$ cat config.mk
export PLATFORM = sky130hd
export DESIGN_NAME = spi3_cfg_port
export DESIGN_NICKNAME = d
export VERILOG_FILES = /design/src/rtl/spi3_pkg.sv /design/src/rtl/spi3_sync.sv /design/src/rtl/spi3_regfile.sv /design/src/rtl/spi3_frame.sv /design/src/rtl/spi3_cfg_port.sv
export SDC_FILE = /design/constraint.sdc
export NUM_CORES = 1
export LEC_CHECK = 0
export CAP_MARGIN = 10
export CORE_MARGIN = 4
export CORE_UTILIZATION = 51
export CTS_CLUSTER_SIZE = 14
export DETAILED_ROUTE_END_ITERATION = 10
export DONT_BUFFER_PORTS = 1
export PLACE_DENSITY = 0.73
export SYNTH_ARGS = -nofsm -noshare
export SYNTH_HDL_FRONTEND = slang
export SYNTH_SLANG_ARGS = --single-unit
$ cat constraint.sdc
create_clock -name clk -period 7.24 [get_ports clk]
set_input_delay 1.448 -clock clk [delete_from_list [all_inputs] [get_ports clk]]
set_output_delay 1.448 -clock clk [all_outputs]
set_load 0.005 [all_outputs]
$ cat src/rtl/spi3_pkg.sv
package spi3_pkg;

    localparam int ADDR_W  = 13;
    localparam int INSTR_W = 16;
    localparam int BYTE_W  = 8;

    typedef enum logic [1:0] {
        ST_IDLE  = 2'd0,
        ST_INSTR = 2'd1,
        ST_DATA  = 2'd2
    } frame_st_t;

    typedef struct packed {
        logic              rd;
        logic [1:0]        len;
        logic [ADDR_W-1:0] addr;
    } instr_t;

    // number of counted bytes; the streaming code counts none
    function automatic logic [1:0] len_count(input logic [1:0] code);
        return (code == 2'b11) ? 2'd0 : code + 2'd1;
    endfunction

    function automatic logic [2:0] bit_slot(input logic lsb, input logic [2:0] idx);
        return lsb ? idx : 3'd7 - idx;
    endfunction

    function automatic logic [BYTE_W-1:0] shift_in(input logic lsb,
                                                   input logic [BYTE_W-1:0] cur,
                                                   input logic b);
        return lsb ? {b, cur[BYTE_W-1:1]} : {cur[BYTE_W-2:0], b};
    endfunction

    function automatic logic [ADDR_W-1:0] step_addr(input logic lsb,
                                                    input logic [ADDR_W-1:0] a);
        return lsb ? a + ADDR_W'(1) : a - ADDR_W'(1);
    endfunction

endpackage

$ cat src/rtl/spi3_sync.sv
module spi3_sync #(
    parameter int          STAGES  = 2,
    parameter int          W       = 3,
    parameter logic [W-1:0] RST_VAL = '0
) (
    input  logic         clk,
    input  logic         rst,
    input  logic [W-1:0] d_in,
    output logic [W-1:0] d_out
);
    logic [W-1:0] pipe [STAGES];

    for (genvar g = 0; g < STAGES; g++) begin : g_stage
        if (g == 0) begin : g_first
            always_ff @(posedge clk) begin
                if (rst) pipe[g] <= RST_VAL;
                else     pipe[g] <= d_in;
            end
        end else begin : g_next
            always_ff @(posedge clk) begin
                if (rst) pipe[g] <= RST_VAL;
                else     pipe[g] <= pipe[g-1];
            end
        end
    end

    assign d_out = pipe[STAGES-1];
endmodule

$ cat src/rtl/spi3_regfile.sv
module spi3_regfile
    import spi3_pkg::*;
#(
    parameter int NREGS = 16
) (
    input  logic                    clk,
    input  logic                    rst,
    input  logic                    wr_en,
    input  logic [ADDR_W-1:0]       wr_addr,
    input  logic [BYTE_W-1:0]       wr_data,
    input  logic [ADDR_W-1:0]       rd_addr,
    output logic [BYTE_W-1:0]       rd_data,
    output logic [NREGS*BYTE_W-1:0] regs_flat
);
    localparam logic [ADDR_W-1:0] LIMIT = ADDR_W'(NREGS);

    logic wr_hit;
    assign wr_hit = wr_en && (wr_addr < LIMIT);

    for (genvar r = 0; r < NREGS; r++) begin : g_reg
        always_ff @(posedge clk) begin
            if (rst)
                regs_flat[r*BYTE_W +: BYTE_W] <= '0;
            else if (wr_hit && (wr_addr == ADDR_W'(r)))
                regs_flat[r*BYTE_W +: BYTE_W] <= wr_data;
        end
    end

    always_comb begin
        rd_data = '0;
        for (int r = 0; r < NREGS; r++)
            if (rd_addr == ADDR_W'(r))
                rd_data = regs_flat[r*BYTE_W +: BYTE_W];
    end
endmodule

$ cat src/rtl/spi3_frame.sv
module spi3_frame
    import spi3_pkg::*;
(
    input  logic              clk,
    input  logic              rst,
    input  logic              sclk_s,
    input  logic              csb_s,
    input  logic              sdi_s,
    input  logic              lsb_cfg,
    input  logic [BYTE_W-1:0] rd_byte,
    output logic              wr_req,
    output logic [BYTE_W-1:0] wr_data,
    output logic [ADDR_W-1:0] cur_addr,
    output logic              in_data,
    output logic              sdo,
    output logic              oe
);
    frame_st_t         state;
    logic              sclk_d, csb_d;
    logic              rise, fall, csb_fall;
    logic [INSTR_W-2:0] sreg;
    logic [3:0]        bcnt;
    logic [1:0]        left;
    logic [ADDR_W-1:0] addr_q;
    logic              rd_q, lsb_q;
    logic [BYTE_W-1:0] dbyte;
    logic              dout_q;
    instr_t            ins;

    always_ff @(posedge clk) begin
        if (rst) begin
            sclk_d <= 1'b0;
            csb_d  <= 1'b1;
        end else begin
            sclk_d <= sclk_s;
            csb_d  <= csb_s;
        end
    end

    assign rise     = sclk_s & ~sclk_d;
    assign fall     = ~sclk_s & sclk_d;
    assign csb_fall = csb_d & ~csb_s;
    assign ins      = instr_t'({sreg, sdi_s});

    always_ff @(posedge clk) begin
        if (rst) begin
            state  <= ST_IDLE;
            sreg   <= '0;
            bcnt   <= '0;
            left   <= '0;
            addr_q <= '0;
            rd_q   <= 1'b0;
            lsb_q  <= 1'b0;
            dbyte  <= '0;
        end else if (csb_s) begin
            unique case (state)
                ST_INSTR: state <= ST_IDLE;
                ST_DATA:  if (bcnt != 4'd0 || left == 2'd0) state <= ST_IDLE;
                default:  ;
            endcase
        end else if (rise) begin
            unique case (state)
                ST_IDLE: begin
                    sreg  <= {{(INSTR_W-2){1'b0}}, sdi_s};
                    bcnt  <= 4'd1;
                    state <= ST_INSTR;
                end
                ST_INSTR: begin
                    if (bcnt == 4'd15) begin
                        rd_q   <= ins.rd;
                        left   <= len_count(ins.len);
                        addr_q <= ins.addr;
                        lsb_q  <= lsb_cfg;
                        bcnt   <= 4'd0;
                        state  <= ST_DATA;
                    end else begin
                        sreg <= {sreg[INSTR_W-3:0], sdi_s};
                        bcnt <= bcnt + 4'd1;
                    end
                end
                ST_DATA: begin
                    dbyte <= shift_in(lsb_q, dbyte, sdi_s);
                    if (bcnt == 4'd7) begin
                        bcnt   <= 4'd0;
                        addr_q <= step_addr(lsb_q, addr_q);
                        if (left != 2'd0) left <= left - 2'd1;
                    end else begin
                        bcnt <= bcnt + 4'd1;
                    end
                end
                default: state <= ST_IDLE;
            endcase
        end
    end

    // readback bit launch on falling serial edge, or on resume after a pause
    always_ff @(posedge clk) begin
        if (rst)
            dout_q <= 1'b0;
        else if ((fall || csb_fall) && state == ST_DATA && rd_q)
            dout_q <= rd_byte[bit_slot(lsb_q, bcnt[2:0])];
    end

    assign wr_req   = rise && !csb_s && state == ST_DATA && !rd_q && bcnt == 4'd7;
    assign wr_data  = shift_in(lsb_q, dbyte, sdi_s);
    assign cur_addr = addr_q;
    assign in_data  = (state == ST_DATA);
    assign sdo      = dout_q;
    assign oe       = (state == ST_DATA) && rd_q && !csb_s;
endmodule

$ cat src/rtl/spi3_cfg_port.sv
module spi3_cfg_port
    import spi3_pkg::*;
#(
    parameter int NREGS       = 16,
    parameter int SYNC_STAGES = 2,
    parameter int ORDER_REG   = 0,
    parameter int ORDER_BIT   = 0
) (
    input  logic                    clk,
    input  logic                    rst,
    input  logic                    sclk,
    input  logic                    csb,
    input  logic                    sdio_in,
    output logic                    sdio_out,
    output logic                    sdio_oe,
    output logic [NREGS*BYTE_W-1:0] cfg_regs
);
    localparam int ORDER_POS = ORDER_REG * BYTE_W + ORDER_BIT;

    logic [2:0]        sync_q;
    logic              fr_wr_req;
    logic [BYTE_W-1:0] fr_wr_data;
    logic [ADDR_W-1:0] fr_addr;
    logic              fr_in_data;
    logic [BYTE_W-1:0] rf_rd_data;

    spi3_sync #(
        .STAGES (SYNC_STAGES),
        .W      (3),
        .RST_VAL(3'b100)
    ) u_sync (
        .clk  (clk),
        .rst  (rst),
        .d_in ({csb, sclk, sdio_in}),
        .d_out(sync_q)
    );

    spi3_frame u_frame (
        .clk     (clk),
        .rst     (rst),
        .sclk_s  (sync_q[1]),
        .csb_s   (sync_q[2]),
        .sdi_s   (sync_q[0]),
        .lsb_cfg (cfg_regs[ORDER_POS]),
        .rd_byte (rf_rd_data),
        .wr_req  (fr_wr_req),
        .wr_data (fr_wr_data),
        .cur_addr(fr_addr),
        .in_data (fr_in_data),
        .sdo     (sdio_out),
        .oe      (sdio_oe)
    );

    spi3_regfile #(.NREGS(NREGS)) u_regs (
        .clk      (clk),
        .rst      (rst),
        .wr_en    (fr_wr_req),
        .wr_addr  (fr_addr),
        .wr_data  (fr_wr_data),
        .rd_addr  (fr_addr),
        .rd_data  (rf_rd_data),
        .regs_flat(cfg_regs)
    );
endmodule

==> Word-level counts from Yosys, hierarchy flattened <==
Memory sizes are Yosys's and may differ from the RTL's.
Cells that the tools add are included.
{ "totals": {"memories": 1, "mem_bits_rw": 6, "wordCells": 162, "reg_bits": 177} }
{ "op_classes": {"reduce_logical": 45, "bitwise": 8, "eq_ne": 28, "addsub": 6, "n_mux": 45, "magnitude_cmp": 2} }
{ "mem_list": {"columns": ["name", "words", "width", "read_ports", "rd_ports_with_merged_regs", "write_ports", "line", "text"], "rows": [
  ["u_sync.pipe", 2, 3, 2, 0, 2, "spi3_sync.sv:11", "logic [W-1:0] pipe [STAGES];"]
]} }
{ "ops": {"columns": ["op", "n"], "rows": [
  ["$mux W8", 17],
  ["$eq A13 B4 Y1 const B", 8],
  ["$eq A13 B3 Y1 const B", 4],
  ["$mux W13", 3],
  ["$pmux W15 S2", 1],
  ["$eq A13 B2 Y1 const B", 2],
  ["$pmux W13 S2", 1],
  ["$logic_and A1 B1 Y1", 25],
  ["$mux W2", 8],
  ["$mux W15", 1],
  ["$add A13 B1 Y13 const B", 1],
  ["$eq A13 B1 Y1 const B", 1],
  ["$logic_not A13 Y1", 1],
  ["$lt A13 B5 Y1 const B", 1],
  ["$sub A13 B1 Y13 const B", 1],
  ["$pmux W4 S3", 1],
  ["$reduce_and A5 Y1", 2],
  ["$mux W3", 3],
  ["$mux W4", 2],
  ["$ne A2 B1 Y1 const B", 4],
  ["$pmux W2 S2", 2],
  ["$reduce_and A4 Y1", 2],
  ["$reduce_bool A2 Y1", 4],
  ["$pmux W2 S3", 1],
  ["24 further kinds", 38]
]} }

==> Depth between registers and ports, before layout <==
{ "depth": {"depth_word": 19, "depth_mapped": 13, "depth_no_buf": 10} }

==> Hierarchy <==
A second synthesis with hierarchy kept.
{ "unflattened": {"cells_unflattened": 1105, "hier_area_um2": 9389.0} }
{ "modules_own_cells": {"columns": ["mod", "cells_per_inst", "seq_area_each_um2", "n_inst", "area_per_inst_um2"], "rows": [
  ["spi3_regfile", 731, 2562.5, 1, 6172.2],
  ["spi3_frame", 362, 980.9, 1, 3059.2],
  ["spi3_sync", 12, 120.1, 1, 157.7]
]} }

==> Least setup slack after synthesis <==
Ideal clock, no wire load.
{ "synth_path": {"kind": "reg2out", "start": "reg u_frame.state[0]", "end": "out sdio_oe", "setup_slack_ns": 4.257, "n_path_buf": 3, "arrival_time_ns": 1.535, "stages_incl_launch_ff": 7, "required_time_ns": 5.792, "cell_sequence": "dfxtp_1 inv_1 ha_1 clkbuf_1 clkbuf_1 buf_1 and3_1"} }
{ "synth_between": {"elab_chain_cells": 3} }
{ "synth_rtl": {"columns": ["element", "line", "text"], "rows": [
  ["from (decl)", "spi3_frame.sv:18", "frame_st_t state;"],
  ["from (signal assigned)", "spi3_frame.sv:47", "state <= ST_IDLE;"],
  ["from (signal assigned)", "spi3_frame.sv:57", "ST_INSTR: state <= ST_IDLE;"],
  ["from (signal assigned)", "spi3_frame.sv:58", "ST_DATA: if (bcnt != 4'd0 || left == 2'd0) state <= ST_IDLE;"],
  ["$eq A2 B2 Y1", "spi3_frame.sv:109", "assign oe = (state == ST_DATA) && rd_q && !csb_s;"],
  ["$logic_and A1 B1 Y1 (2 in series)", "spi3_frame.sv:109", null],
  ["to (decl)", "spi3_cfg_port.sv:15", "output logic sdio_oe,"]
]} }
No other way between the ends.

==> Final worst setup path <==
{ "layout_path": {"start": "reg u_frame.addr_q[8] (netlist: u_frame.cur_addr[8])", "end": "reg u_regs.regs_flat[125]"} }
{ "layout_between": {"elab_chain_cells": 3, "elab_cells_between_ends": 4, "classes_between": "order compare (1); eq/ne (1); reduce/logical (2)"} }
{ "layout_rtl": {"columns": ["element", "line", "text"], "rows": [
  ["from (decl)", "spi3_frame.sv:24", "logic [ADDR_W-1:0] addr_q;"],
  ["from (signal assigned)", "spi3_frame.sv:72", "addr_q <= ins.addr;"],
  ["from (signal assigned)", "spi3_frame.sv:85", "addr_q <= step_addr(lsb_q, addr_q);"],
  ["$lt A13 B5 Y1", "spi3_regfile.sv:18", "assign wr_hit = wr_en && (wr_addr < LIMIT);"],
  ["$logic_and A1 B1 Y1", "spi3_regfile.sv:18", null],
  ["$logic_and A1 B1 Y1 (*)", "spi3_regfile.sv:24", "else if (wr_hit && (wr_addr == ADDR_W'(r)))"],
  ["to (signal, indexed assignment)", "spi3_regfile.sv:25", "regs_flat[r*BYTE_W +: BYTE_W] <= wr_data;"],
  ["to (decl)", "spi3_regfile.sv:13", "output logic [NREGS*BYTE_W-1:0] regs_flat"]
]} }
Every way passes the cells marked *; elsewhere a longest branch is shown, timed or not.
A chain may end at the register's enable or synchronous reset.

==> flow_metrics.tcl <==
set metrics [dict create \
    status "complete, no violations" \
    crit_type "reg -> reg" \
    routed_via_density 6.44 \
    crit_slowest_cell "nor2_1" \
    power_density_nw_per_um2 205 \
    vias 8548 \
    post_cts_resized 0 \
    ant_nets 0 \
    synth_top_area_cell "dfxtp_1" \
    worst_slew_pin_slew_ns 1.01 \
    core-area_sq_um 17300 \
    synth.ff_latch_count 183 \
    drtPass1Iterations 10 \
    fp.dieH_um 141 \
    rows 48 \
    cts_buffers 17 \
    critical-path-top-delay-family "simple AND/OR/NAND/NOR gates" \
    async_flop_share_pct 0 \
    post-place-ws_ns 3.83 \
    postCtsSetupRepairBufs 0 \
    clk_pin_slew_ns 0.08 \
    die_width_um 141 \
    clock_skew_ns 0.0211 \
    initial_core_util_pct 51.9 \
    cap_violations 0 \
    relSlewSlack_pct 32.3 \
    synthTopCellsByArea "dfxtp_1, a211oi_1, nor2_1, a21oi_1, nand2_1" \
    path_buf_inv 0 \
    cpMostUsedCell "nor2_1" \
    netlist.area_leader.share_pct 40.8 \
    cts_tree "yes" \
    postCtsHoldBufs 0 \
    drc_errors 0 \
    n_antenna_cell 0 \
    place_hpwl_mm 21.3 \
    areaGrowthSynthToFinish_pct 7.13 \
    max_stage_delay_ns 0.89 \
    synth_area_sq_um 8980 \
    yosysWarnings 0 \
    detail_route.iter0.violations 1036 \
    fin_ws_ns 3.71 \
    hp-class "reg -> reg" \
    syn_nets 1170 \
    start_kind "register" \
    synth_edf_count 0 \
    synthCells 1151 \
    setup_viol 0 \
    rsz0062_at_grt "no" \
    grt_pass1_wl_mm 47.9 \
    yosysSeqAreaShare_pct 40.8 \
    io_buffers 0 \
    antenna_found_initial 0 \
    arrival_ns 3.89 \
    drv_slew 0 \
    drive_gt1_share_pct 7.08 \
    gp_congestion 1.05 \
    path_cells "or3_1 > nor3_4 > nand3_1 > nor2_1 > nor2_1 > a211oi_1" \
    ctsHtreeMaxLevel 4 \
    routed_wirelength_mm 31.1 \
    cts_sinks 183 \
    tns_ns 0 \
    final_nets 1108 \
    yosys_most_used_dff "dfxtp_1" \
    fin_util_pct 55.6 \
    endpoint_kind "register" \
    hold_viol_final 0 \
    overflow 0 \
    ir_worst_vdd_uv 230 \
    fin_crit_sh_pct 48.8 \
    cts_buffer_depth 2 \
    dieArea_sq_um 19800 \
    clock_latency_ns 0.45 \
    crit_required_ns 7.59 \
    root_buffer "clkbuf_16" \
    wl_per_cell_um 23.4 \
    synth_cell_types 67 \
    avgSynthCellArea_sq_um 7.80 \
    grt_pass1_vias 7935 \
    max_freq_mhz 283 \
    cellLeakagePower_nw 3.02 \
    fin_crit_ns 3.53 \
    yosysMostFrequentCell "nor2_1" \
    grt_use_total_pct 30.8 \
    ios 135 \
    grt_max_degree 185 \
    yosys-top-cells-count "nor2_1, dfxtp_1, a211oi_1" \
    critPathMaxFanout 16 \
]
==> power by group <==
| group | internal [mW] | total, mW | switching, mW |
|---|---|---|---|
| clock | 0.495 | 0.959 | 0.464 |
| sequential | 1.01 | 1.01 | 0.00125 |
| combinational | 0.00354 | 0.00848 | 0.00494 |
==> worst register-to-register path: stages (launching register included) <==
cell and delay (ns):
dfxtp_1 0.39, or3_1 0.64, nor3_4 0.65, nand3_1 0.53
nor2_1 0.89, nor2_1 0.08, a211oi_1 0.26
==> kinds of logic after synthesis <==
family                     after synthesis  synth area share [%]
AOI/OAI and AO/OA                      342                  25.5
xor gates and xnor gates                 3                 0.293
adders and majority gates               14                  1.95
buffers and inverters                  122                  5.63
DFF                                    183                  40.8
muxes                                   16                  1.81
and+or+nand+nor                        471                  24.0
==> layer usage <==
layer	up-vias	track usage [%]	share of wire [%]
met2	423	48.9	46
met1	3985	39.2	40
li1	4046	-	-
met4	0	14.5	5.0
met5	-	0	0
met3	94	8.18	8.8
==> flip-flops by register name, indices dropped and copies added (netlist names) <==
signal / flops
u_frame.sdo: 1
u_frame.state: 2
u_frame.csb_d: 1
u_frame.dbyte: 8
u_frame.left: 2
u_frame.rd_q: 1
u_regs.regs_flat: 128
u_sync.pipe: 6
u_frame.cur_addr: 13
u_frame.lsb_q: 1
u_frame.bcnt: 4
u_frame.sreg: 15
u_frame.sclk_d: 1
==> per-stage QoR <==
stage / hold slack, ns / instances / instance area (sq um) / total power [mW]
4_1_cts: 0.433 / 1326 / 9610 / 1.98
3_5_place_dp: 0.416 / 1294 / 9000 / 1.04
3_3_place_gp: 0.398 / 1294 / 9000 / 1.04
5_1_grt: 0.450 / 1327 / 9620 / 2.02
6_report: 0.432 / 1327 / 9620 / 1.98
2_1_floorplan: 0.389 / 1151 / 8980 / 1.05
==> final timing paths <==
path,slack [ns],depth (start not counted),startpoint,to
max,3.71,6,u_frame.cur_addr[8],u_regs.regs_flat[125]
min,0.43,1,u_sync.pipe[0][2],u_sync.pipe[1][2]
max reg2reg,3.71,6,u_frame.cur_addr[8],u_regs.regs_flat[125]
min reg2reg,0.43,1,u_sync.pipe[0][2],u_sync.pipe[1][2]
==> cell type report <==
cell class	count	area (sq um)
Fill cell	1626	7680
Multi-Input combinational cell	846	4860
Sequential cell	183	3660
Clock buffer	17	425
Tap cell	225	282
Clock inverter	15	180
Timing Repair Buffer	15	116
Inverter	26	97.6
==> cell usage in the layout (no fill, tap or decap), types with 3 or more instances in the layout <==
cell type,synthesis,final
nand2b_1,5,5
o31ai_1,5,5
and3_1,8,8
a21o_1,8,8
nor4_1,13,12
a22oi_1,5,5
nor2b_1,18,18
ha_1,14,14
a2bb2oi_1,4,4
o211ai_1,8,8
o21bai_1,5,5
inv_8,0,4
nand4_1,13,13
mux2i_2,0,7
nand3_1,43,43
nor3_1,26,26
mux2i_1,14,6
a221oi_1,4,4
o21ai_0,41,41
or4_1,3,3
a211oi_1,130,130
o22ai_1,14,14
or2_2,7,7
dfxtp_1,183,183
nor2_1,219,219
o221ai_1,4,4
inv_1,24,24
a21oi_1,75,75
nor2_2,6,6
o32ai_1,3,3
clkbuf_16,0,17
and2_1,3,3
a31oi_1,15,15
or3_1,6,6
o2111ai_1,3,3
buf_4,2,14
clkinv_4,0,3
clkinv_8,0,3
a41oi_1,3,3
nand2_1,87,87
Note: power is estimated with default switching activity, not from simulation.
